===== src/rtl/ptw_pkg.sv =====
package ptw_pkg;

    typedef enum logic [1:0] {
        FLT_NONE  = 2'b00,
        FLT_XLATE = 2'b01,
        FLT_PERM  = 2'b10
    } fault_e;

    typedef enum logic [1:0] {
        AP_DENY    = 2'b00,
        AP_PRIV    = 2'b01,
        AP_USER_RO = 2'b10,
        AP_ALL     = 2'b11
    } ap_e;

    typedef enum logic [1:0] {
        K_EMPTY,
        K_TABLE,
        K_LEAF
    } kind_e;

    typedef struct packed {
        logic write;
        logic priv;
    } access_t;

    localparam int SECT_AP_LSB = 10;
    localparam int PAGE_AP_LSB = 4;

    function automatic kind_e first_kind(input logic [1:0] code);
        if (code[1])      return K_LEAF;
        else if (code[0]) return K_TABLE;
        return K_EMPTY;
    endfunction

    function automatic kind_e second_kind(input logic [1:0] code);
        return code[1] ? K_LEAF : K_EMPTY;
    endfunction

endpackage


===== src/rtl/ptw_desc_decode.sv =====
module ptw_desc_decode
    import ptw_pkg::*;
#(
    parameter int DESC_W = 32,
    parameter int LEVEL  = 1
) (
    input  logic [DESC_W-1:0] desc,
    output kind_e             kind,
    output ap_e               ap
);
    generate
        if (LEVEL == 1) begin : g_first
            assign kind = first_kind(desc[1:0]);
            assign ap   = ap_e'(desc[SECT_AP_LSB +: 2]);
        end else begin : g_second
            assign kind = second_kind(desc[1:0]);
            assign ap   = ap_e'(desc[PAGE_AP_LSB +: 2]);
        end
    endgenerate
endmodule


===== src/rtl/ptw_perm_check.sv =====
module ptw_perm_check
    import ptw_pkg::*;
(
    input  ap_e     ap,
    input  access_t acc,
    output logic    allowed
);
    always_comb begin
        unique case (ap)
            AP_DENY:    allowed = 1'b0;
            AP_PRIV:    allowed = acc.priv;
            AP_USER_RO: allowed = acc.priv | ~acc.write;
            AP_ALL:     allowed = 1'b1;
            default:    allowed = 1'b0;
        endcase
    end
endmodule


===== src/rtl/ptw_addr_form.sv =====
module ptw_addr_form #(
    parameter int ADDR_W     = 32,
    parameter int L1_IDX_W   = 12,
    parameter int L2_IDX_W   = 8,
    parameter int PAGE_OFF_W = 12
) (
    input  logic [ADDR_W-1:0] new_va,
    input  logic [ADDR_W-1:0] new_base,
    input  logic [ADDR_W-1:0] va,
    input  logic [ADDR_W-1:0] desc,
    output logic [ADDR_W-1:0] first_addr,
    output logic [ADDR_W-1:0] second_addr,
    output logic [ADDR_W-1:0] sect_pa,
    output logic [ADDR_W-1:0] page_pa
);
    localparam int SECT_OFF_W  = L2_IDX_W + PAGE_OFF_W;
    localparam int L1_ALIGN_W  = L1_IDX_W + 2;
    localparam int L2_ALIGN_W  = L2_IDX_W + 2;

    assign first_addr  = {new_base[ADDR_W-1:L1_ALIGN_W], new_va[ADDR_W-1 -: L1_IDX_W], 2'b00};
    assign second_addr = {desc[ADDR_W-1:L2_ALIGN_W], va[PAGE_OFF_W +: L2_IDX_W], 2'b00};
    assign sect_pa     = {desc[ADDR_W-1:SECT_OFF_W], va[SECT_OFF_W-1:0]};
    assign page_pa     = {desc[ADDR_W-1:PAGE_OFF_W], va[PAGE_OFF_W-1:0]};
endmodule


===== src/rtl/ptw_walker.sv =====
module ptw_walker
    import ptw_pkg::*;
#(
    parameter int ADDR_W     = 32,
    parameter int L1_IDX_W   = 12,
    parameter int L2_IDX_W   = 8,
    parameter int PAGE_OFF_W = 12
) (
    input  logic              clk,
    input  logic              rst,
    input  logic              req_valid,
    output logic              req_ready,
    input  logic [ADDR_W-1:0] req_vaddr,
    input  logic              req_write,
    input  logic              req_priv,
    input  logic [ADDR_W-1:0] table_base,
    output logic              mem_req_valid,
    input  logic              mem_req_ready,
    output logic [ADDR_W-1:0] mem_req_addr,
    input  logic              mem_rsp_valid,
    input  logic [ADDR_W-1:0] mem_rsp_data,
    output logic              done,
    output logic [1:0]        done_cause,
    output logic [ADDR_W-1:0] done_paddr
);
    typedef enum logic [2:0] {
        S_IDLE, S_L1_REQ, S_L1_WAIT, S_L2_REQ, S_L2_WAIT
    } state_e;

    state_e            state;
    logic [ADDR_W-1:0] va_q, addr_q;
    access_t           acc_q;

    logic [ADDR_W-1:0] first_addr, second_addr, sect_pa, page_pa;
    kind_e             kind1, kind2;
    ap_e               ap1, ap2, ap_sel;
    logic              allowed;

    ptw_addr_form #(
        .ADDR_W(ADDR_W), .L1_IDX_W(L1_IDX_W),
        .L2_IDX_W(L2_IDX_W), .PAGE_OFF_W(PAGE_OFF_W)
    ) u_addr (
        .new_va(req_vaddr), .new_base(table_base), .va(va_q), .desc(mem_rsp_data),
        .first_addr(first_addr), .second_addr(second_addr),
        .sect_pa(sect_pa), .page_pa(page_pa)
    );

    ptw_desc_decode #(.DESC_W(ADDR_W), .LEVEL(1)) u_dec1 (
        .desc(mem_rsp_data), .kind(kind1), .ap(ap1)
    );
    ptw_desc_decode #(.DESC_W(ADDR_W), .LEVEL(2)) u_dec2 (
        .desc(mem_rsp_data), .kind(kind2), .ap(ap2)
    );

    assign ap_sel = (state == S_L2_WAIT) ? ap2 : ap1;

    ptw_perm_check u_perm (.ap(ap_sel), .acc(acc_q), .allowed(allowed));

    assign req_ready     = (state == S_IDLE);
    assign mem_req_valid = (state == S_L1_REQ) || (state == S_L2_REQ);
    assign mem_req_addr  = addr_q;

    always_ff @(posedge clk) begin
        if (rst) begin
            state      <= S_IDLE;
            va_q       <= '0;
            addr_q     <= '0;
            acc_q      <= '0;
            done       <= 1'b0;
            done_cause <= FLT_NONE;
            done_paddr <= '0;
        end else begin
            done <= 1'b0;
            unique case (state)
                S_IDLE: if (req_valid) begin
                    va_q   <= req_vaddr;
                    acc_q  <= '{write: req_write, priv: req_priv};
                    addr_q <= first_addr;
                    state  <= S_L1_REQ;
                end
                S_L1_REQ: if (mem_req_ready) state <= S_L1_WAIT;
                S_L1_WAIT: if (mem_rsp_valid) begin
                    unique case (kind1)
                        K_TABLE: begin
                            addr_q <= second_addr;
                            state  <= S_L2_REQ;
                        end
                        K_LEAF: begin
                            done       <= 1'b1;
                            done_cause <= allowed ? FLT_NONE : FLT_PERM;
                            done_paddr <= allowed ? sect_pa : '0;
                            state      <= S_IDLE;
                        end
                        default: begin
                            done       <= 1'b1;
                            done_cause <= FLT_XLATE;
                            done_paddr <= '0;
                            state      <= S_IDLE;
                        end
                    endcase
                end
                S_L2_REQ: if (mem_req_ready) state <= S_L2_WAIT;
                S_L2_WAIT: if (mem_rsp_valid) begin
                    done  <= 1'b1;
                    state <= S_IDLE;
                    if (kind2 != K_LEAF) begin
                        done_cause <= FLT_XLATE;
                        done_paddr <= '0;
                    end else begin
                        done_cause <= allowed ? FLT_NONE : FLT_PERM;
                        done_paddr <= allowed ? page_pa : '0;
                    end
                end
                default: state <= S_IDLE;
            endcase
        end
    end

    p_reset_idle_r1: assert property (@(posedge clk) disable iff (rst)
        $past(rst) |-> (req_ready && !done && !mem_req_valid));

    p_req_hold_r8: assert property (@(posedge clk) disable iff (rst)
        (mem_req_valid && !mem_req_ready) |=> (mem_req_valid && $stable(mem_req_addr)));

    p_one_outstanding_r8: assert property (@(posedge clk) disable iff (rst)
        (mem_req_valid && mem_req_ready) |=> !mem_req_valid);

    p_done_pulse_r9: assert property (@(posedge clk) disable iff (rst)
        done |=> !done);

    p_fault_zero_pa_r10: assert property (@(posedge clk) disable iff (rst)
        (done && done_cause != FLT_NONE) |-> (done_paddr == '0));

endmodule


===== config.mk =====
export PLATFORM = sky130hd
export DESIGN_NAME = ptw_walker
export DESIGN_NICKNAME = d
export VERILOG_FILES = /design/src/rtl/ptw_pkg.sv /design/src/rtl/ptw_desc_decode.sv /design/src/rtl/ptw_perm_check.sv /design/src/rtl/ptw_addr_form.sv /design/src/rtl/ptw_walker.sv
export SDC_FILE = /design/constraint.sdc
export NUM_CORES = 1
export LEC_CHECK = 0
export BUFFER_PORTS_ARGS = -buffer_cell sky130_fd_sc_hd__buf_2
export CAP_MARGIN = 20
export CORE_UTILIZATION = 52
export CTS_CLUSTER_SIZE = 28
export DETAILED_ROUTE_END_ITERATION = 7
export PLACE_DENSITY_LB_ADDON = 0.05
export SETUP_SLACK_MARGIN = 0.4
export SLEW_MARGIN = 30
export SYNTH_ARGS = -nofsm -noshare
export SYNTH_HDL_FRONTEND = slang
export SYNTH_HIERARCHICAL = 1
export SYNTH_SLANG_ARGS = --single-unit

===== constraint.sdc =====
create_clock -name clk -period 2.5 [get_ports clk]
set_input_delay 0.5 -clock clk [delete_from_list [all_inputs] [get_ports clk]]
set_output_delay 0.5 -clock clk [all_outputs]
set_load 0.05 [all_outputs]

### After elaboration in Yosys (flattened, before gate mapping)

Cells that the tools add are included.

* multiplexer cells: 36
* order comparisons: 0
* shift-type cells: 0
* bitwise gates (word level): 2
* eq/ne operators: 17
* divide/modulo/power cells: 0
* add/subtract/negate cells: 0
* $mul: 0
* reductions and logical operators: 9

Operators by type and width (count)
* 2-to-1 mux 32 bit: 8
* one-hot mux 32 bit (2 select lines): 3
* 2-to-1 mux 2 bit: 10
* != test 2 bit, second input constant: 8
* 2-to-1 mux 3 bit: 5
* one-hot mux 3 bit (5 select lines): 1
* one-hot mux 2 bit (2 select lines): 2
* AND reduction 4 bit: 2
* == test 2 bit, second input constant: 3
* == test 3 x 2 -> 1 bit, second input constant: 2
* 2-to-1 mux 1 bit: 5
* AND reduction 5 bit: 1
* == test 2 x 1 -> 1 bit, second input constant: 2
* one-hot mux 1 bit (4 select lines): 1
* nonzero test 2 bit: 2
* == test 3 x 1 -> 1 bit, second input constant: 1
* == test 3 bit, second input constant: 1
* zero test 3 bit: 1
* zero test 2 bit: 1
* one-hot mux 1 bit (2 select lines): 1
* AND reduction 2 bit: 1
* logical OR 1 bit: 1
* NOT 1 bit: 1
* OR 1 bit: 1

* input bits: 103
* latch bits: 0
* memories: 0
* memory bits (writable): 0
* memory bits (read-only): 0
* output and inout bits: 69
* word-level logic and storage cells: 72
* flip-flop bits (word level): 92

### Logic depth before layout (Yosys ltp)

* depth after elaboration: 8
* gate-level depth with buffers: 13
* depth with buffers taken out: 9

### Cells and area by module

Netlist, hierarchy kept.

By module, submodules not included
* ptw_walker: times used 1, area each 4445.5 um^2, cells each 534
* ptw_addr_form: times used 1, area each 964.7 um^2, cells each 129
* ptw_desc_decode (u_dec2): times used 1, area each 33.8 um^2, cells each 5
* ptw_desc_decode (u_dec1): times used 1, area each 25.0 um^2, cells each 4
* ptw_perm_check: times used 1, area each 13.8 um^2, cells each 3

### Worst setup path after synthesis

Ideal clock, no wire load.

* path kind: reg2reg
* start point: register state[2]
* end point: register done_paddr[17]
* required time: 2.426 ns
* arrival: 2.226 ns
* library setup time: 0.074 ns
* setup slack: 0.200 ns
* buffers on the path: 4
* stages on the path, launching flop included: 13
* cell sequence: dfxtp_1 -> buf_2 -> nor3b_4 -> clkbuf_1 -> nand2_1 -> nand2_1 -> nor2_1 -> a21oi_1 -> and2_1 -> clkbuf_1 -> clkbuf_1 -> nand3_1 -> a31oi_1

* longest elaborated chain between the ends: 8
* elaborated cells between the ends (all ways): 20
* those cells by class: 8 x eq/ne; 9 x mux; 3 x reduce/logical

Ends and longest elaborated chain
* from (decl): RTL line ptw_walker.sv:30 `state_e state;`
* from (signal assigned): RTL line ptw_walker.sv:65 `state <= S_IDLE;`
* from (signal assigned): RTL line ptw_walker.sv:79 `state <= S_L1_REQ;`
* from (signal assigned): RTL line ptw_walker.sv:81 `S_L1_REQ: if (mem_req_ready) state <= S_L1_WAIT;`
* == test 3 bit *: RTL line ptw_walker.sv:55 `assign ap_sel = (state == S_L2_WAIT) ? ap2 : ap1;`
* 2-to-1 mux 2 bit *: RTL line ptw_walker.sv:55
* via ap_sel[0]: RTL line ptw_walker.sv:36 `ap_e ap1, ap2, ap_sel;`
* == test 2 bit (tied with other cells): RTL line ptw_perm_check.sv:9 `unique case (ap)`
* one-hot mux 1 bit (4 select lines) *: RTL line ptw_perm_check.sv:9
* via allowed: RTL line ptw_walker.sv:37 `logic allowed;`
* 2-to-1 mux 32 bit (on tied branches): RTL line ptw_walker.sv:91, ptw_walker.sv:111
* one-hot mux 32 bit (2 select lines) / 2-to-1 mux 32 bit (equally long branches): RTL line ptw_walker.sv:83, ptw_walker.sv:106
* 2-to-1 mux 32 bit (on tied branches): RTL line ptw_walker.sv:82, ptw_walker.sv:103
* one-hot mux 32 bit (2 select lines) *: RTL line ptw_walker.sv:74 `unique case (state)`
* to (signal assigned): RTL line ptw_walker.sv:91 `done_paddr <= allowed ? sect_pa : '0;`
* to (signal assigned): RTL line ptw_walker.sv:111 `done_paddr <= allowed ? page_pa : '0;`
* to (decl): RTL line ptw_walker.sv:24 `output logic [ADDR_W-1:0] done_paddr`

Mark *: on every way through the listed nets, which the timed path passes. The rest lies on a longest branch. The select of a mux whose other input is x is not followed.
A chain may end at the register's enable or synchronous reset.

### Worst setup path after layout

* start point: register state[1]
* end point: register done_paddr[13]

* longest elaborated chain between the ends: 8
* elaborated cells between the ends (all ways): 20
* those cells by class: 8 x eq/ne; 9 x mux; 3 x reduce/logical

Ends and longest elaborated chain (RTL line)
* == test 3 bit: ptw_walker.sv:55, ptw_walker.sv:74
* 2-to-1 mux 2 bit: ptw_walker.sv:55
* == test 2 bit (tied with other cells): ptw_perm_check.sv:9
* one-hot mux 1 bit (4 select lines): ptw_perm_check.sv:9
* 2-to-1 mux 32 bit (on tied branches): ptw_walker.sv:91, ptw_walker.sv:111
* one-hot mux 32 bit (2 select lines) / 2-to-1 mux 32 bit (equally long branches): ptw_walker.sv:83, ptw_walker.sv:106
* 2-to-1 mux 32 bit (on tied branches): ptw_walker.sv:82, ptw_walker.sv:103
* one-hot mux 32 bit (2 select lines): ptw_walker.sv:74

Parallel ways exist; a longest one is shown, timed or not. The select of a mux whose other input is x is not followed.

==> results.env <==
PORT_BUFFERS=151
ANTENNA_FOUND_INITIAL=0
GRT_SETUP_UNREPAIRED='false'
DRIVE_GT1_SHARE_PCT=31.2
FF2FF_SETUP_SLACK_NS=0.60
MAXIMUM_CLOCK_FREQUENCY_GHz=0.526
FLOORPLAN.CORE_AREA_SQ_UM=9370
GRT_PASS1_VIAS=3926
FLOORPLAN.IO_PINS=172
INITIAL_UTILIZATION_PCT=54.3
WIRELENGTH_UM=12000
CRIT_PATH_END_KIND='register'
FINAL_CELL_MIX='buf_2 (151), dfxtp_1 (89), nand3_1 (64), a21oi_1 (58), nand2_1 (51)'
HTREEDEPTH=3
GLOBAL_ROUTE_USAGE_SUM_PCT=24.2
AGGREGATE_NEGATIVE_SETUP_SLACK_NS=0
SYN_AREA_PER_CELL_SQ_UM=8.12
DIE-WIDTH_UM=101
CLK-INSERTION-DELAY-LATE_NS=0.35
ANTENNA_LEFT=0
GRT_FIRST_PASS_WIRELENGTH_UM=19300
FINALCRITICALPERIOD_NS=1.90
CTSHOLDBUFFERS=0
ROUTABILITY_CONG=0.778
MAPPED_AREA_SQ_UM=5090
FIN_SKEW_NS=0.0112
MAXIMUM_NUMBER_OF_PINS_ON_ONE_NET_BEFORE_GLOBAL_ROUTE_REPAIR=50
TIMING.FINAL.SETUP_VIOLATIONS=0
POWER.DENSITY_CELL_AREA_nW_PER_UM2=649
CLOCK_TREE.BUFFER_DEPTH=2
CTS.CLK_SLEW.WORST_PATHS_NS=0.09
CLOCK_TREE.ROOT_CELL='clkbuf_8'
RESIDUAL_DRC=0
POST-ROUTE-PERIOD-UTIL_PCT=76.0
REPORT.FINAL.HOLD_VIOL_COUNT=0
NETLIST_INSTANCES=627
CTS.SINK_COUNT=92
P_LEAK_nW=2.22
DETAILED_PLACE.AREA_SQ_UM=4930
CRIT-REG2REG-LAUNCH='state[1]$_SDFFE_PP0P_'
CRITPATHLAUNCHTYPE='register'
GRT_OVERFLOW=0
LAYOUT-AREA-OVERHEAD-VS-SYNTH_PCT=1.40
DETAILEDPLACE.WORSTSLACK_NS=0.179
REG2REG_TO='done_paddr[13]$_SDFFE_PP0P_'
CRITICAL_PATH_FANOUTS_MAX=24
LAYOUT.CELLS.MOST_COMMON='buf_2'
WORSTSETUPENDPOINT='done_paddr[13]$_SDFFE_PP0P_'
CTS_INSERTED_BUFFERS=9
HOLD_PATH_CLASS='primary input to register'
TOTALPOWERFINAL_W=0.00335
DIE_H_UM=101
CAP_VIOL_MAX_COUNT=0
HPWL_UM=8160
YOSYS_WARNINGS=6
LEAST_SETUP_SLACK_ACROSS_ALL_PATHS_AFTER_LAYOUT_NS=0.600
MEASURED_SLEW_AT_THE_WORST_SLEW_CHECK_PIN_NS=0.853
POSTLAYOUTCELLAREA_SQ_UM=5160
POWER.IR.VDD_WORST_mV=0.401
WORST-ENDPOINT-REQUIRED_NS=2.72
WORSTSETUPSTARTPOINT='state[1]$_SDFFE_PP0P_'
ARRIVAL_TIME_AT_THE_WORST_ENDPOINT_NS=2.12
ANTENNA_CELLS=0
DRT_FIRST_ITER_VIOLATIONS=190
VIAS_PER_CELL=5.38
VIA_COUNT=4055
DETAIL_ROUTE.WL_PER_CELL_UM=15.9
STATUS='complete, no violations'
DIEAREA_SQ_UM=10200
NUM_ROWS=35
DRT_PRE_ANTENNA_ITERS=5
TIMING.SETUP.CRITICAL_PATH_CLASS='register to register'
CLOCK_TREE_FROM_TRITONCTS='yes'
FF2FF_PATH_DEPTH=5
FINALMAXSLEWVIOLATIONS=0
WORST_SLEW_MARGIN_REL_PCT=43.0
FIN_NETS=723
## registers in the layout, indices dropped and copies added, names as in the netlist
signal	flops
state	3
va_q	20
done_paddr	32
done	1
done_cause	2
mem_req_addr	32
acc_q	2
## per-stage QoR
step	hold slack [ns]	std cells	util (%)
finish	0.378	754	55.1
floorplan	0.437	630	-
global placement	0.447	735	52.6
CTS	0.365	754	55.0
global route	0.368	754	55.1
detailed placement	0.464	735	52.6
## worst max-delay path: stages, from the launching register on
cell and delay [ns]:
dfxtp_2 0.46, nand2b_1 0.15, o21a_1 0.26, nor2_2 0.38
buf_4 0.37, a31oi_1 0.14
## worst min-delay path by stage
stage,from,depth (start not counted),end,slack (ns)
floorplan,acc_q[1]$_SDFFE_PP0P_,2,acc_q[1]$_SDFFE_PP0P_,0.44
global placement,acc_q[1]$_SDFFE_PP0P_,2,acc_q[1]$_SDFFE_PP0P_,0.45
finish,req_vaddr[19],3,va_q[19]$_SDFFE_PP0P_,0.38
CTS,req_vaddr[9],3,va_q[9]$_SDFFE_PP0P_,0.36
global route,req_vaddr[19],3,va_q[19]$_SDFFE_PP0P_,0.37
detailed placement,acc_q[1]$_SDFFE_PP0P_,2,acc_q[1]$_SDFFE_PP0P_,0.46
## power breakdown
group	switching (W)	internal, W	leakage [nW]
combinational	0.000508	0.000217	1.37
clock	0.000512	0.000494	0.0938
sequential	0.0000595	0.00156	0.755
## cell type report
class / count / area [sq um]
sequential: 92 / 1850
fill: 964 / 4210
inverter: 3 / 11.3
multi-input combinational: 345 / 2020
timing repair buffer: 169 / 928
clock inverter: 3 / 46.3
clock buffer: 13 / 149
tap: 129 / 161
## layer usage
metal	track usage, %	vias to the layer above	routed length, um
li1	-	2025	-
met4	7.25	0	76
met1	31.8	1882	5400
met3	4.79	5	844
met2	40.0	143	5650
met5	0	-	0
## timing repair
| item | 4_1_cts | 5_1_grt |
|---|---|---|
| pin swaps | 1 | 0 |
| setup buffers | 3 | 0 |
| cloned | 0 | 0 |
| resized for setup | 1 | 5 |
| setup endpoints to repair | 15 | 34 |
Power figures use the tool's default switching activity.
